## config.mk

```make
export PLATFORM = sky130hd
export DESIGN_NAME = prio_irq_arbiter
export DESIGN_NICKNAME = d
export VERILOG_FILES = /design/src/rtl/prio_irq_pkg.sv /design/src/rtl/prio_irq_pri_file.sv /design/src/rtl/prio_irq_arb_stage.sv /design/src/rtl/prio_irq_out_stage.sv /design/src/rtl/prio_irq_arbiter.sv
export SDC_FILE = /design/constraint.sdc
export NUM_CORES = 1
export LEC_CHECK = 0
export BUFFER_PORTS_ARGS = -buffer_cell sky130_fd_sc_hd__buf_2
export CORE_MARGIN = 2
export CORE_UTILIZATION = 60
export CTS_BUF_LIST = sky130_fd_sc_hd__clkbuf_2 sky130_fd_sc_hd__clkbuf_4 sky130_fd_sc_hd__clkbuf_8
export DETAILED_ROUTE_END_ITERATION = 10
export PLACE_DENSITY = 0.83
export SYNTH_ARGS = -nofsm -noshare
export SYNTH_HDL_FRONTEND = slang
export SYNTH_SLANG_ARGS = --single-unit
```

## constraint.sdc

```tcl
create_clock -name clk -period 53.9 [get_ports clk]
set_input_delay 2.695 -clock clk [delete_from_list [all_inputs] [get_ports clk]]
set_output_delay 2.695 -clock clk [all_outputs]
set_load 0.01 [all_outputs]
```

## src/rtl/prio_irq_pkg.sv

```systemverilog
package prio_irq_pkg;
   localparam int unsigned DEF_NUM_SRC = 32;
   localparam int unsigned DEF_PRI_W   = 4;
   localparam int unsigned DEF_VEC_W   = 9;
   localparam int unsigned DEF_NUM_SW  = 8;

   function automatic int unsigned idx_bits(input int unsigned n);
      return (n <= 2) ? 1 : $clog2(n);
   endfunction
endpackage

```

## src/rtl/prio_irq_pri_file.sv

```systemverilog
module prio_irq_pri_file #(
   parameter int unsigned NUM_SRC = 32,
   parameter int unsigned PRI_W   = 4,
   parameter int unsigned SEL_W   = 5
) (
   input  logic                            clk,
   input  logic                            rst_n,
   input  logic                            pri_we,
   input  logic [SEL_W-1:0]                pri_wsel,
   input  logic [PRI_W-1:0]                pri_wdata,
   input  logic                            cur_pri_we,
   input  logic [PRI_W-1:0]                cur_pri_wdata,
   output logic [NUM_SRC-1:0][PRI_W-1:0]   pri_tbl,
   output logic [PRI_W-1:0]                cur_pri
);
   for (genvar g = 0; g < NUM_SRC; g++) begin : g_pri
      always_ff @(posedge clk) begin
         if (!rst_n)
            pri_tbl[g] <= '0;
         else if (pri_we && (pri_wsel == SEL_W'(g)))
            pri_tbl[g] <= pri_wdata;
      end
   end

   always_ff @(posedge clk) begin
      if (!rst_n)
         cur_pri <= '0;
      else if (cur_pri_we)
         cur_pri <= cur_pri_wdata;
   end

   // after reset the current priority is zero until written
   assert_cur_reset_R1: assert property (@(posedge clk)
      $past(!rst_n) |-> (cur_pri == '0));
endmodule

```

## src/rtl/prio_irq_arb_stage.sv

```systemverilog
module prio_irq_arb_stage #(
   parameter int unsigned NUM_SRC = 32,
   parameter int unsigned PRI_W   = 4,
   parameter int unsigned SEL_W   = 5
) (
   input  logic                            clk,
   input  logic                            rst_n,
   input  logic [NUM_SRC-1:0]              req,
   input  logic [NUM_SRC-1:0][PRI_W-1:0]   pri_tbl,
   output logic                            win_valid,
   output logic [SEL_W-1:0]                win_idx,
   output logic [PRI_W-1:0]                win_pri,
   output logic [NUM_SRC-1:0]              pend
);
   logic [PRI_W-1:0] best_pri;
   logic [SEL_W-1:0] best_idx;

   // ascending scan with strict compare keeps the lowest index on ties
   always_comb begin
      best_pri = '0;
      best_idx = '0;
      for (int i = 0; i < NUM_SRC; i++) begin
         if (req[i] && (pri_tbl[i] > best_pri)) begin
            best_pri = pri_tbl[i];
            best_idx = SEL_W'(i);
         end
      end
   end

   always_ff @(posedge clk) begin
      if (!rst_n) begin
         win_valid <= 1'b0;
         win_idx   <= '0;
         win_pri   <= '0;
         pend      <= '0;
      end else begin
         win_valid <= (best_pri != '0);
         win_idx   <= best_idx;
         win_pri   <= best_pri;
         pend      <= req;
      end
   end

   // a registered winner never carries the masking priority
   assert_no_masked_win_R5: assert property (@(posedge clk) disable iff (!rst_n)
      win_valid |-> (win_pri != '0));
   // the registered winner was a pending request
   assert_win_pending_R3: assert property (@(posedge clk) disable iff (!rst_n)
      win_valid |-> pend[win_idx]);
endmodule

```

## src/rtl/prio_irq_out_stage.sv

```systemverilog
module prio_irq_out_stage #(
   parameter int unsigned NUM_SRC = 32,
   parameter int unsigned PRI_W   = 4,
   parameter int unsigned SEL_W   = 5,
   parameter int unsigned VEC_W   = 9
) (
   input  logic                            clk,
   input  logic                            rst_n,
   input  logic                            win_valid,
   input  logic [SEL_W-1:0]                win_idx,
   input  logic [PRI_W-1:0]                win_pri,
   input  logic [NUM_SRC-1:0]              pend,
   input  logic [NUM_SRC-1:0][PRI_W-1:0]   pri_tbl,
   input  logic [PRI_W-1:0]                cur_pri,
   output logic                            cpu_irq,
   output logic [VEC_W-1:0]                cpu_vec
);
   logic [SEL_W-1:0] held_idx;
   logic             keep;
   logic             raise;

   assign keep  = cpu_irq && pend[held_idx] && (pri_tbl[held_idx] > cur_pri);
   assign raise = win_valid && (win_pri > cur_pri);

   always_ff @(posedge clk) begin
      if (!rst_n) begin
         cpu_irq  <= 1'b0;
         cpu_vec  <= '0;
         held_idx <= '0;
      end else if (!keep) begin
         cpu_irq  <= raise;
         cpu_vec  <= raise ? VEC_W'(win_idx) : '0;
         held_idx <= raise ? win_idx : '0;
      end
   end

   // idle output carries vector zero
   assert_idle_vec_zero_R8: assert property (@(posedge clk) disable iff (!rst_n)
      !cpu_irq |-> (cpu_vec == '0));
   // a held, still-preempting source keeps request and vector
   assert_hold_stable_R9: assert property (@(posedge clk) disable iff (!rst_n)
      (cpu_irq && pend[held_idx] && (pri_tbl[held_idx] > cur_pri))
         |=> (cpu_irq && $stable(cpu_vec)));
endmodule

```

## src/rtl/prio_irq_arbiter.sv

```systemverilog
module prio_irq_arbiter
   import prio_irq_pkg::*;
#(
   parameter int unsigned NUM_SRC = DEF_NUM_SRC,
   parameter int unsigned PRI_W   = DEF_PRI_W,
   parameter int unsigned VEC_W   = DEF_VEC_W,
   parameter int unsigned NUM_SW  = DEF_NUM_SW,
   localparam int unsigned SEL_W  = idx_bits(NUM_SRC)
) (
   input  logic               clk,
   input  logic               rst_n,
   input  logic [NUM_SRC-1:0] irq_in,
   input  logic               pri_we,
   input  logic [SEL_W-1:0]   pri_wsel,
   input  logic [PRI_W-1:0]   pri_wdata,
   input  logic               cur_pri_we,
   input  logic [PRI_W-1:0]   cur_pri_wdata,
   output logic               cpu_irq,
   output logic [VEC_W-1:0]   cpu_vec
);
   if (NUM_SRC > (1 << VEC_W)) begin : g_chk_vec
      $error("NUM_SRC does not fit in the vector width");
   end
   if (NUM_SRC <= NUM_SW) begin : g_chk_sw
      $error("NUM_SRC must exceed the software source count");
   end
   if (SEL_W > VEC_W) begin : g_chk_sel
      $error("index width exceeds vector width");
   end

   logic [NUM_SRC-1:0]              req_q;
   logic [NUM_SRC-1:0][PRI_W-1:0]   pri_tbl;
   logic [PRI_W-1:0]                cur_pri;
   logic                            win_valid;
   logic [SEL_W-1:0]                win_idx;
   logic [PRI_W-1:0]                win_pri;
   logic [NUM_SRC-1:0]              pend;

   // stage 1: capture request lines
   always_ff @(posedge clk) begin
      if (!rst_n) req_q <= '0;
      else        req_q <= irq_in;
   end

   prio_irq_pri_file #(.NUM_SRC(NUM_SRC), .PRI_W(PRI_W), .SEL_W(SEL_W)) u_pri (
      .clk(clk), .rst_n(rst_n),
      .pri_we(pri_we), .pri_wsel(pri_wsel), .pri_wdata(pri_wdata),
      .cur_pri_we(cur_pri_we), .cur_pri_wdata(cur_pri_wdata),
      .pri_tbl(pri_tbl), .cur_pri(cur_pri));

   // stage 2: arbitration
   prio_irq_arb_stage #(.NUM_SRC(NUM_SRC), .PRI_W(PRI_W), .SEL_W(SEL_W)) u_arb (
      .clk(clk), .rst_n(rst_n), .req(req_q), .pri_tbl(pri_tbl),
      .win_valid(win_valid), .win_idx(win_idx), .win_pri(win_pri), .pend(pend));

   // stage 3: preemption compare and output
   prio_irq_out_stage #(.NUM_SRC(NUM_SRC), .PRI_W(PRI_W), .SEL_W(SEL_W), .VEC_W(VEC_W)) u_out (
      .clk(clk), .rst_n(rst_n), .win_valid(win_valid), .win_idx(win_idx),
      .win_pri(win_pri), .pend(pend), .pri_tbl(pri_tbl), .cur_pri(cur_pri),
      .cpu_irq(cpu_irq), .cpu_vec(cpu_vec));

   // a rising request traces back to a line asserted three clocks earlier
   assert_latency_R7: assert property (@(posedge clk) disable iff (!rst_n)
      $rose(cpu_irq) |-> $past(|irq_in, 3));
   // presented vector always names an existing source
   assert_vec_range_R2: assert property (@(posedge clk) disable iff (!rst_n)
      cpu_irq |-> (cpu_vec < VEC_W'(NUM_SRC)));
endmodule

```

== Word-level counts from Yosys, hierarchy flattened ==
Index checks and enable logic that the tools add are counted.
Widths: inputs -> output; s select.
Cells by class
  eq/ne operators: 31
  mux-type cells: 69
  reduce and logical (&&, ||, !) cells: 69
  $lt $le $gt $ge: 35
Operators with widths (count)
  $mux 4: 41
  $gt 4x4->1: 33
  $mux 5: 18
  $eq 5x5->1 const B: 16
  $logic_and 1x1->1: 67
  $eq 5x4->1 const B: 8
  $bmux 4 s5: 1
  $eq 5x3->1 const B: 4
  $mux 3: 4
  $eq 5x2->1 const B: 2
  $lt 5x6->1 const B: 1
  $bmux 1 s5: 1
  $eq 5x1->1 const B: 1
  $logic_not 5->1: 1
  $gt 4x1->1 const B: 1
  $mux 2: 2
  $reduce_bool 4->1: 1
  $mux 1: 2
Word-level totals
  flip-flop bits (word level): 221
  bits of input ports: 49

== Longest topological paths before layout ==
Gate-level depths: netlist of run 1.
  depth in word-level cells: 97
  depth in mapped cells: 277

== Modules after synthesis ==
Synthesis of run 1 repeated with hierarchy kept, for this count alone.
Second synthesis, totals
  cell total of the unflattened synthesis: 1873
  area total of the unflattened synthesis: 16049.1 um^2
By module, submodules not included
  prio_irq_arb_stage: area an instance 8498.2 um^2, seq. area each 840.8 um^2, cells an instance 1178, times used 1
  prio_irq_pri_file: area an instance 4869.7 um^2, seq. area each 2642.5 um^2, cells an instance 479, times used 1
  prio_irq_out_stage: area an instance 1785.5 um^2, seq. area each 120.1 um^2, cells an instance 149, times used 1
  prio_irq_arbiter: area an instance 895.9 um^2, seq. area each 640.6 um^2, cells an instance 67, times used 1

== Least setup slack after synthesis of run 1 ==
OpenSTA, ideal clock, no wires.
  path kind: flip-flop to flip-flop
  start: register req_q[0]
  end: register u_arb.win_valid
  slack: 5.756 ns
  clock period less this slack: 48.144 ns
  buffers on the path: 5
  library setup time: 0.139 ns
  cell stages (with the launch flop): 248
  data arrival time: 48.005 ns
  cell sequence: dfxtp_1 > nand2_1 > ha_1 > nor2b_1 > o211ai_2 > a21oi_1 > nand2_1 > o21ai_0 > inv_1 > ha_1 > a21o_1 > a31o_2 > a32oi_1 > a211o_1 > buf_4 > mux2i_1 > ha_1 > a21o_1 > [... 212 more ...] > a221oi_1 > nor2_1 > mux2_2 > ha_1 > nand2_1 > a21oi_1 > nand2_1 > o311ai_2 > and2_4 > buf_4 > mux2_1 > ha_1 > o21a_1 > o211a_1 > clkbuf_1 > a211oi_1 > a221oi_1 > a41oi_1
On the way
  longest elaborated chain between the ends: 96
Ends and longest elaborated chain
  from (decl): RTL line prio_irq_arbiter.sv:31  | logic [NUM_SRC-1:0] req_q;
  from (signal assigned): RTL line prio_irq_arbiter.sv:42  | else req_q <= irq_in;
  $logic_and 1x1->1 *: RTL line prio_irq_arb_stage.sv:23  | if (req[i] && (pri_tbl[i] > best_pri)) begin
  $mux 4 *: RTL line prio_irq_arb_stage.sv:23
  $gt 4x4->1: RTL line prio_irq_arb_stage.sv:23
  $logic_and 1x1->1: RTL line prio_irq_arb_stage.sv:23
  $mux 4 *: RTL line prio_irq_arb_stage.sv:23
  $gt 4x4->1: RTL line prio_irq_arb_stage.sv:23
  $logic_and 1x1->1: RTL line prio_irq_arb_stage.sv:23
  $mux 4 *: RTL line prio_irq_arb_stage.sv:23
  [... 80 more ...]
  $mux 4 *: RTL line prio_irq_arb_stage.sv:23
  $gt 4x4->1: RTL line prio_irq_arb_stage.sv:23
  $logic_and 1x1->1: RTL line prio_irq_arb_stage.sv:23
  $mux 4 *: RTL line prio_irq_arb_stage.sv:23
  $gt 4x4->1: RTL line prio_irq_arb_stage.sv:23
  $logic_and 1x1->1: RTL line prio_irq_arb_stage.sv:23
  $mux 4 *: RTL line prio_irq_arb_stage.sv:23
  $reduce_bool 4->1 *: RTL line prio_irq_arb_stage.sv:37  | win_valid <= (best_pri != '0);
  to (signal assigned): RTL line prio_irq_arb_stage.sv:37
  to (decl): RTL line prio_irq_arb_stage.sv:10  | output logic win_valid,
Every way passes the cells marked *; elsewhere a longest branch is shown, timed or not.
A chain may end at the register's enable or synchronous reset.

== Final worst setup path of run 1 ==
  start: register req_q[0]
  end: register u_arb.win_idx[3]
On the way
  longest elaborated chain between the ends: 95
  elaborated cells on any way between the ends: 118
Ends and longest elaborated chain
  $logic_and 1x1->1 *: RTL line prio_irq_arb_stage.sv:23
  $mux 4 *: RTL line prio_irq_arb_stage.sv:23
  $gt 4x4->1: RTL line prio_irq_arb_stage.sv:23
  $logic_and 1x1->1: RTL line prio_irq_arb_stage.sv:23
  $mux 4 *: RTL line prio_irq_arb_stage.sv:23
  $gt 4x4->1: RTL line prio_irq_arb_stage.sv:23
  $logic_and 1x1->1: RTL line prio_irq_arb_stage.sv:23
  $mux 4 *: RTL line prio_irq_arb_stage.sv:23
  [... 79 more ...]
  $logic_and 1x1->1: RTL line prio_irq_arb_stage.sv:23
  $mux 4: RTL line prio_irq_arb_stage.sv:23
  $gt 4x4->1: RTL line prio_irq_arb_stage.sv:23
  $logic_and 1x1->1: RTL line prio_irq_arb_stage.sv:23
  $mux 4: RTL line prio_irq_arb_stage.sv:23
  $gt 4x4->1: RTL line prio_irq_arb_stage.sv:23
  $logic_and 1x1->1: RTL line prio_irq_arb_stage.sv:23
  $mux 5 *: RTL line prio_irq_arb_stage.sv:23
  to (signal assigned): RTL line prio_irq_arb_stage.sv:38  | win_idx <= best_idx;
  to (decl): RTL line prio_irq_arb_stage.sv:11  | output logic [SEL_W-1:0] win_idx,
Marks and branches as above.

==> results of run 1 <==
## per-stage QoR
step           setup TNS, ns  utilization [%]
2_1_floorplan              0                -
3_5_place_dp          -0.841             62.0
6_report                   0             66.8
4_1_cts                    0             65.4
5_1_grt               -0.689             66.8
3_3_place_gp               0             62.0
## flip-flops by register name (all words and copies together) (netlist names)
signal and count:
u_arb.pend 32, req_q 32, u_arb.win_valid 1, u_out.cpu_vec 5, u_arb.win_pri 4, u_pri.cur_pri 4, u_out.cpu_irq 1, u_arb.win_idx 5
u_pri.pri_tbl 128
## worst max-delay path by stage
stage	from	endpoint	slack, ns	cells after the start
after global routing	req_q[0]	u_arb.win_idx[3]	-0.23	255
after floorplan	req_q[0]	u_arb.win_valid	5.76	247
final	req_q[0]	u_arb.win_idx[3]	2.77	246
after detailed placement	req_q[0]	u_arb.win_idx[3]	-0.31	242
after CTS	req_q[0]	u_arb.win_idx[3]	0.04	243
after global placement	req_q[0]	u_arb.win_idx[4]	1.22	241
## layout make-up
class	count	area, sq um
tap	335	419
multi-input combinational	1394	10700
timing repair buffer	82	480
antenna	2	5.00
clock buffer	62	772
clock inverter	10	86.3
sequential	212	4250
inverter	138	520
fill	2028	8570
## routing by layer
metal | GRT usage (%) | wire (microns) | up-vias
li1 | - | - | 6732
met1 | 35.3 | 16800 | 6739
met2 | 52.1 | 20800 | 540
met3 | 5.00 | 2770 | 150
met4 | 14.5 | 1880 | 2
met5 | 0 | 11 | -
## worst register-to-register path: cells and delay by family, from the launching register on
kind	cells	cell delay (ns)
AO/OA/AOI/OAI	99	18.75
adder cells (fa/ha/maj)	37	10.36
buffers and inverters	24	1.75
flip-flops	1	0.38
multiplexers	27	8.70
AND/OR/NAND/NOR	59	11.04
## cells in the final DEF (no fill, tap or decap), types with 22 or more instances in the layout
cell type,Yosys,final
clkbuf_8,0,49
o21ai_0,72,67
a21o_1,34,34
a21oi_1,114,107
dfxtp_1,212,209
nand4_1,22,22
mux4_2,50,50
nor2_1,184,180
nand3_1,83,82
and2_1,71,71
o211ai_1,22,22
buf_2,2,54
o21a_1,25,24
nand2_1,144,142
ha_1,101,100
buf_4,9,28
inv_1,138,137
mux2i_1,109,107
mux2_2,48,48
## cells by family after synthesis
group	synth area share, %
adders and majority gates	8.62
other	0.0239
DFF	27.0
muxes	18.2
xor gates and xnor gates	0.948
buffers and inverters	6.26
and+or+nand+nor	19.6
AOI/OAI and AO/OA	19.3
## report_power, final
part           internal, mW  switching, mW  total, mW
sequential            0.163        0.00439      0.167
combinational        0.0635         0.0858      0.149
clock                0.0964         0.0715      0.168
## timing repair
action	4_1_cts	5_1_grt
buffers inserted	0	18
gates cloned	0	0
endpoints found under the setup margin	10	10
hold buffers	0	0
gates resized for setup	4	54
pin swaps	0	9
==> flow_metrics.py, run 1 <==
metrics = {
    "status": {
        "outcome": "finished clean",
    },
    "pwr": {
        "leakagePower_nw": 6.82,
        "finalPower_uw": 485,
        "cellPowerDensity_nw_per_um2": 28.1,
        "ir_drop_v": 0.0000193,
    },
    "detailed_routing": {
        "vias_per_cell": 6.34,
        "drt_iter0_markers": 1127,
        "drc": 0,
        "ant_nets": 0,
        "wirelength_microns": 42300,
        "via_count": 14163,
        "drtPass1Iterations": 5,
        "avgRoutedWirePerCell_microns": 18.9,
    },
    "cts": {
        "cts_buffers": 40,
        "htree_levels": 2,
        "cts_buffer_depth": 3,
        "cts_root_buf": "clkbuf_8",
        "cts_tree": "yes",
        "insertion_delay_ns": 0.55,
        "clk_pin_slew_ns": 0.06,
        "cts_sinks": 212,
    },
    "sta": {
        "post-route-min-period_ns": 51.13,
        "slew_headroom_pct": 35.3,
        "skew_ns": 0.0207,
        "fin_crit_sh_pct": 94.9,
        "fmax_ghz": 0.0196,
        "hold_viol_final": 0,
        "setup_viol": 0,
        "worst_slack_ns": 2.77,
        "hold_slack_ns": 0.463,
        "maxSlewViolCount": 0,
        "worst_slew_pin_slew_ns": 0.963,
    },
    "critical_path": {
        "cp_slowest_cell": "mux2i_1",
        "path_buf_inv": 24,
        "crit_top_cell": "ha_1",
        "critPathMaxStageDelay_ns": 0.59,
        "r2r-end": "u_arb.win_idx[3]",
        "crit_fanout": 11,
        "regToRegSetupSlack_ns": 2.77,
        "critPathKind": "flip-flop to flip-flop",
        "r2r_cells": 246,
        "cp.required_ns": 54.34,
        "cp-end-kind": "flip-flop",
        "critPathArrivalTime_ns": 51.57,
        "timing.rr.start": "req_q[0]",
        "crit_family": "compound AO/OA/AOI/OAI gates",
        "start_kind": "flip-flop",
    },
    "grt": {
        "grt.total_usage_pct": 29.7,
        "grt_max_degree": 84,
        "grt_pass1_wl_microns": 68600,
        "first_global_vias": 14010,
        "antenna_found_initial": 3,
        "overflow": 0,
    },
    "place": {
        "dpl.cell_count": 2143,
        "dp_hpwl_microns": 30300,
        "dp_slack_ns": -0.310,
        "placed_area_sq_um": 16000,
        "port_buffers": 54,
        "gp_congestion": 0.913,
    },
    "die": {
        "coreArea_sq_um": 25800,
        "dieArea_sq_um": 27500,
        "die_h_microns": 166,
        "start_util_pct": 60.8,
        "placementRows": 59,
        "ios": 59,
        "dieWidth_microns": 166,
    },
    "yosys": {
        "async_flop_share_pct": 0,
        "ys_top_cells_by_area": "dfxtp_1, ha_1, mux4_2, mux2i_1, nor2_1",
        "synth_area_per_cell_sq_um": 8.56,
        "ys_seq_area_share_pct": 27.0,
        "syn-instance-count": 1835,
        "yosys_warnings": 0,
        "syn_area_sq_um": 15700,
        "ys_ff_latch": 212,
        "synth_top_area_cell": "dfxtp_1",
        "synth_most_common_cell": "dfxtp_1",
        "yosys-top-cells-count": "dfxtp_1, nor2_1, nand2_1",
        "synthFlopType": "dfxtp_1",
        "synth_top_area_share_pct": 27.0,
        "synthDistinctLibCells": 122,
        "synth-edff-count": 0,
    },
    "flow_run": {
        "cap_violations": 0,
    },
    "finish": {
        "finalNonFillerCells": 2235,
        "final_layout_size_suffix_gt1_share_pct": 19.5,
        "final_nets": 2018,
        "fin_area_sq_um": 17300,
        "syn_to_final_growth_pct": 9.99,
    },
    "min_path": {
        "hold_path_class": "flip-flop to flip-flop",
        "min_path_cells": 2,
        "min-delay-start": "u_arb.win_idx[1]",
        "min_to": "u_out.cpu_vec[1]",
    },
}
Power figures use the tool's default switching activity.
==> run 2: changes to the inputs <==
Clock period 53.9 ns to 57.4 ns, I/O delays scaled along.
==> run 2 against run 1 <==
Non-clock buffer count decreased by 18; die area unchanged; combinational power shrank 12%.
==> flow_metrics.py, run 2 (synthesized netlist as in run 1, its figures left out) <==
metrics = {
    "die": {
        "coreArea_sq_um": 25800,
        "die_h_microns": 166,
        "placementRows": 59,
        "start_util_pct": 60.8,
        "dieArea_sq_um": 27500,
        "dieWidth_microns": 166,
        "ios": 59,
    },
    "detailed_routing": {
        "drc": 0,
        "avgRoutedWirePerCell_microns": 18.8,
        "via_count": 14205,
        "drtPass1Iterations": 5,
        "wirelength_microns": 41600,
        "ant_nets": 0,
        "vias_per_cell": 6.42,
        "drt_iter0_markers": 1241,
    },
    "critical_path": {
        "critPathKind": "flip-flop to flip-flop",
        "cp.required_ns": 57.84,
        "crit_top_cell": "ha_1",
        "crit_fanout": 12,
        "cp-endpoint": "u_arb.win_idx[3]",
        "regToRegSetupSlack_ns": 3.75,
        "start_kind": "flip-flop",
        "r2r-end": "u_arb.win_idx[3]",
        "critPathArrivalTime_ns": 54.09,
        "critPathLaunch": "req_q[0]",
        "critPathMaxStageDelay_ns": 0.59,
        "cp-end-kind": "flip-flop",
        "timing.rr.start": "req_q[0]",
        "cp_slowest_cell": "or4_1",
        "r2r_cells": 241,
    },
    "finish": {
        "syn_to_final_growth_pct": 7.60,
        "final_layout_size_suffix_gt1_share_pct": 17.0,
        "fin_area_sq_um": 16900,
        "final_cell_mix": "dfxtp_1, nor2_1, nand2_1, inv_1, a21oi_1",
        "final_util_pct": 65.4,
        "regMostFlops": "u_pri.pri_tbl",
        "final_common_cell": "dfxtp_1",
        "final_nets": 1999,
        "largest_reg_flops": 128,
        "top_regs": "u_pri.pri_tbl (128), req_q (32), u_arb.pend (32)",
    },
    "sta": {
        "skew_ns": 0.0212,
        "worst_slew_pin_slew_ns": 1.29,
        "hold_viol_final": 0,
        "post-route-min-period_ns": 53.65,
        "fin_setup_tns_ns": 0,
        "maxSlewViolCount": 0,
        "fin_crit_sh_pct": 93.5,
        "slew_headroom_pct": 13.2,
        "fmax_ghz": 0.0186,
        "hold_slack_ns": 0.466,
        "rsz0062_at_grt": "false",
        "setup_viol": 0,
    },
    "grt": {
        "busiest_layer": "met2",
        "antenna_found_initial": 2,
        "overflow": 0,
        "grt.total_usage_pct": 29.7,
        "first_global_vias": 13885,
        "grt_util_met3_pct": 4.67,
        "grt_max_degree": 99,
        "use_met2_pct": 51.8,
        "use_met1_pct": 35.8,
        "grt_pass1_wl_microns": 68400,
    },
    "min_path": {
        "hold_path_class": "flip-flop to flip-flop",
    },
    "pwr": {
        "ir_drop_v": 0.0000199,
        "cellPowerDensity_nw_per_um2": 26.1,
        "leakagePower_nw": 6.66,
    },
    "cts": {
        "cts_buffers": 39,
        "htree_levels": 2,
        "cts_buffer_depth": 3,
        "cts_sinks": 212,
        "cts_tree": "yes",
        "cts_root_buf": "clkbuf_8",
        "insertion_delay_ns": 0.54,
        "clk_pin_slew_ns": 0.06,
        "cts_hold_buf": 0,
    },
    "flow_run": {
        "cap_violations": 0,
    },
    "place": {
        "gp_congestion": 0.917,
        "port_buffers": 54,
        "dp_hpwl_microns": 30100,
        "placed_area_sq_um": 16000,
    },
    "status": {
        "outcome": "finished clean",
    },
}
## run 2: cell count changes in the layout (fill, tap and decap cells not counted), moves of 2 or more
cell        change
buf_4          -18
a21oi_1         +5
o21ai_0         +4
a21boi_4        -3
a21oi_2         -3
o21ai_2         -3
a21boi_1        +2
a21oi_4         -2
clkbuf_4        -2
clkinvlp_4      -2
mux2i_1         +2
nand2_1         +2
## run 2: power breakdown
group / switching [mW] / leakage (nW) / total [mW] / internal, mW
combinational: 0.0760 / 4.50 / 0.131 / 0.0545
clock: 0.0642 / 0.437 / 0.153 / 0.0883
sequential: 0.00456 / 1.73 / 0.158 / 0.153
## run 2: layout make-up
type	instances	area, sq um
Antenna cell	3	7.51
Multi-Input combinational cell	1394	10500
Inverter	138	520
Tap cell	335	419
Clock buffer	60	757
Timing Repair Buffer	64	345
Fill cell	2117	8950
Sequential cell	212	4250
Clock inverter	7	66.3
## run 2: timing repair
action                                  in CTS  in global routing
resized for setup                            0                 11
endpoints found under the setup margin       0                 10
buffers inserted                             0                  2
## run 2: metrics by stage
step	setup slack [ns]	power [mW]	cells
after detailed placement	3.32	0.287	2141
final	3.75	0.441	2213
after global placement	4.95	0.283	2141
after global routing	0.0252	0.462	2210
after CTS	3.05	0.440	2208
after floorplan	9.26	0.260	1838
## run 2: worst min path at each step
stage | from | endpoint | slack (ns) | cells after the start
global placement | u_arb.win_idx[0] | u_out.cpu_vec[0] | 0.44 | 2
floorplan | req_q[8] | u_arb.pend[8] | 0.42 | 2
global route | req_q[18] | u_arb.pend[18] | 0.49 | 1
detailed placement | u_arb.win_idx[2] | u_out.cpu_vec[2] | 0.45 | 2
CTS | req_q[11] | u_arb.pend[11] | 0.47 | 2
finish | req_q[18] | u_arb.pend[18] | 0.47 | 1
## run 2: metal layers
metal	share of wire [%]	vias up	wire (microns)
li1	-	6681	-
met1	40	6794	16700
met2	49	597	20300
met3	6.6	133	2750
met4	4.3	0	1800
met5	0	-	0
## run 2: critical path, delay by kind of cell, from the launching register on
family	cells	cell delay [ns]
flip-flops	1	0.42
adder cells (fa/ha/maj)	39	11.15
multiplexers	28	9.01
AND/OR/NAND/NOR	54	10.63
AO/OA/AOI/OAI	100	20.79
buffers and inverters	20	1.51
==> run 3: changes to the inputs <==
Settings changed: BUFFER_PORTS_ARGS -buffer_cell sky130_fd_sc_hd__buf_2 to not set, DONT_BUFFER_PORTS set to 1, PLACE_DENSITY 0.83 to 0.81.
==> run 3 against run 2 <==
Sequential share of layout area rose by 0.37 points; first-iteration DRC count fell by 6.0%; clock power rose by 6%; die area did not move; sequential cell count did not move; clock-buffer cell count fell by 1; critical path type unchanged; critical endpoint unchanged.
==> flow_metrics.py, run 3 (synthesized netlist as in run 1, its figures left out) <==
metrics = {
    "finish": {
        "final_nets": 1942,
        "multiInputGateArea_sq_um": 10500,
        "diodes": 0,
        "regMostFlops": "u_pri.pri_tbl",
        "syn_to_final_growth_pct": 6.03,
        "final_common_cell": "dfxtp_1",
        "fill_cells": 2131,
        "final_cell_mix": "dfxtp_1, nor2_1, nand2_1, inv_1, a21oi_1",
        "final-seq-area_sq_um": 4250,
        "finalNonFillerCells": 2157,
        "fin_area_sq_um": 16600,
        "final_layout_size_suffix_gt1_share_pct": 14.4,
        "largest_reg_flops": 128,
        "top_regs": "u_pri.pri_tbl (128), req_q (32), u_arb.pend (32)",
    },
    "detailed_routing": {
        "wirelength_microns": 41400,
        "avgRoutedWirePerCell_microns": 19.2,
        "drt_iter0_markers": 1166,
        "ant_nets": 0,
        "vias_per_cell": 6.44,
        "drtPass1Iterations": 7,
        "drc": 0,
        "via_count": 13892,
    },
    "critical_path": {
        "critPathMaxStageDelay_ns": 0.57,
        "critPathKind": "flip-flop to flip-flop",
        "cp-end-kind": "flip-flop",
        "r2r_cells": 245,
        "critPathArrivalTime_ns": 53.99,
        "cp_slowest_cell": "or4_1",
        "crit_fanout": 12,
        "crit_top_cell": "ha_1",
        "cp.required_ns": 57.84,
        "start_kind": "flip-flop",
    },
    "die": {
        "placementRows": 59,
        "coreArea_sq_um": 25800,
        "dieArea_sq_um": 27500,
        "dieWidth_microns": 166,
        "die_h_microns": 166,
        "start_util_pct": 60.8,
        "ios": 59,
    },
    "pwr": {
        "swShare_pct": 32.5,
        "cellPowerDensity_nw_per_um2": 26.8,
        "leakagePower_nw": 6.46,
        "switchingPower_uw": 145,
        "ir_drop_v": 0.0000219,
        "clkPwrFrac_pct": 36.3,
        "p_comb_share_pct": 28.5,
        "power_frac_seq_pct": 35.2,
        "p_int_uw": 302,
    },
    "place": {
        "port_buffers": 0,
        "dpl.cell_count": 2087,
        "placed_area_sq_um": 15700,
        "dp_hpwl_microns": 30000,
        "gp_congestion": 0.906,
    },
    "grt": {
        "antenna_found_initial": 0,
        "grt_max_degree": 79,
        "first_global_vias": 13477,
        "grt_pass1_wl_microns": 67300,
        "overflow": 0,
        "grt.total_usage_pct": 29.1,
    },
    "cts": {
        "cts_setup_buffers": 0,
        "cts_hold_buf": 0,
        "cts_root_buf": "clkbuf_8",
        "insertion_delay_ns": 0.55,
        "clk_pin_slew_ns": 0.07,
        "cts_sinks": 212,
        "htree_levels": 2,
        "cts_buffer_depth": 3,
        "cts_buffers": 38,
        "cts_tree": "yes",
    },
    "sta": {
        "slew_headroom_pct": 31.6,
        "skew_ns": 0.0124,
        "fmax_ghz": 0.0187,
        "fin_crit_sh_pct": 93.3,
        "setup_viol": 0,
        "post-route-min-period_ns": 53.55,
        "worst_slew_pin_slew_ns": 1.02,
        "hold_viol_final": 0,
        "maxSlewViolCount": 0,
    },
    "flow_run": {
        "cap_violations": 0,
    },
    "min_path": {
        "hold_path_class": "flip-flop to flip-flop",
        "min_path_cells": 1,
    },
    "status": {
        "outcome": "finished clean",
    },
}
## run 3: cell count changes in the layout (fill, tap and decap cells not counted), sizes merged
cell,previous run,this run
clkinv,4,7
bufinv,1,2
clkinvlp,1,2
diode,3,0
buf,64,8
inv,139,138
clkbuf,60,59
## run 3: worst paths after layout
kind | from | to | slack (ns)
max | req_q[0] | u_arb.win_idx[3] | 3.85
min | req_q[18] | u_arb.pend[18] | 0.46
max reg2reg | req_q[0] | u_arb.win_idx[3] | 3.85
min reg2reg | req_q[18] | u_arb.pend[18] | 0.46
## run 3: cell type report
| type | count | area share (%) |
|---|---|---|
| inverters | 138 | 3.13 |
| repair buffers | 8 | 0.361 |
| multi-input cells | 1394 | 63.2 |
| clock buffers | 59 | 4.65 |
| clock inverters | 11 | 0.661 |
| flip-flops and latches | 212 | 25.5 |
| well taps | 335 | 2.52 |
## run 3: worst max-delay path: cells and delay by family (launching register included)
| family | cells | cell delay (ns) |
|---|---|---|
| adder cells (fa/ha/maj) | 38 | 10.58 |
| multiplexers | 26 | 8.66 |
| buffers and inverters | 21 | 1.34 |
| flip-flops | 1 | 0.43 |
| AO/OA/AOI/OAI | 103 | 21.04 |
| AND/OR/NAND/NOR | 57 | 11.34 |
## run 3: per-layer routing
| metal | vias to the layer above | wire length, microns | GRT usage, % |
|---|---|---|---|
| met2 | 493 | 20000 | 50.7 |
| met4 | 0 | 1670 | 12.9 |
| met1 | 6706 | 17000 | 35.8 |
| met5 | - | 0 | 0 |
| met3 | 126 | 2690 | 4.36 |
| li1 | 6567 | - | - |
## run 3: power groups by stage
stage	logic [mW]	registers, mW	clock network (mW)
2_1_floorplan	0.102	0.158	0
3_3_place_gp	0.120	0.160	0
3_5_place_dp	0.123	0.160	0
4_1_cts	0.124	0.157	0.164
5_1_grt	0.140	0.158	0.170
6_report	0.127	0.157	0.162
## run 3: repair_timing
item | 4_1_cts | 5_1_grt
gates resized for setup | 0 | 7
setup endpoints to repair | 0 | 10
hold endpoints to repair | 0 | 0
## run 3: per-stage QoR
step           setup TNS [ns]  power, mW  setup slack [ns]  hold slack [ns]  util (%)
5_1_grt              -0.00833      0.468          -0.00833            0.496      64.4
2_1_floorplan               0      0.260              9.26            0.418         -
3_5_place_dp                0      0.284              3.62            0.451      60.9
4_1_cts                     0      0.446              3.39            0.462      64.3
6_report                    0      0.447              3.85            0.461      64.4
3_3_place_gp                0      0.280              5.27            0.449      60.9
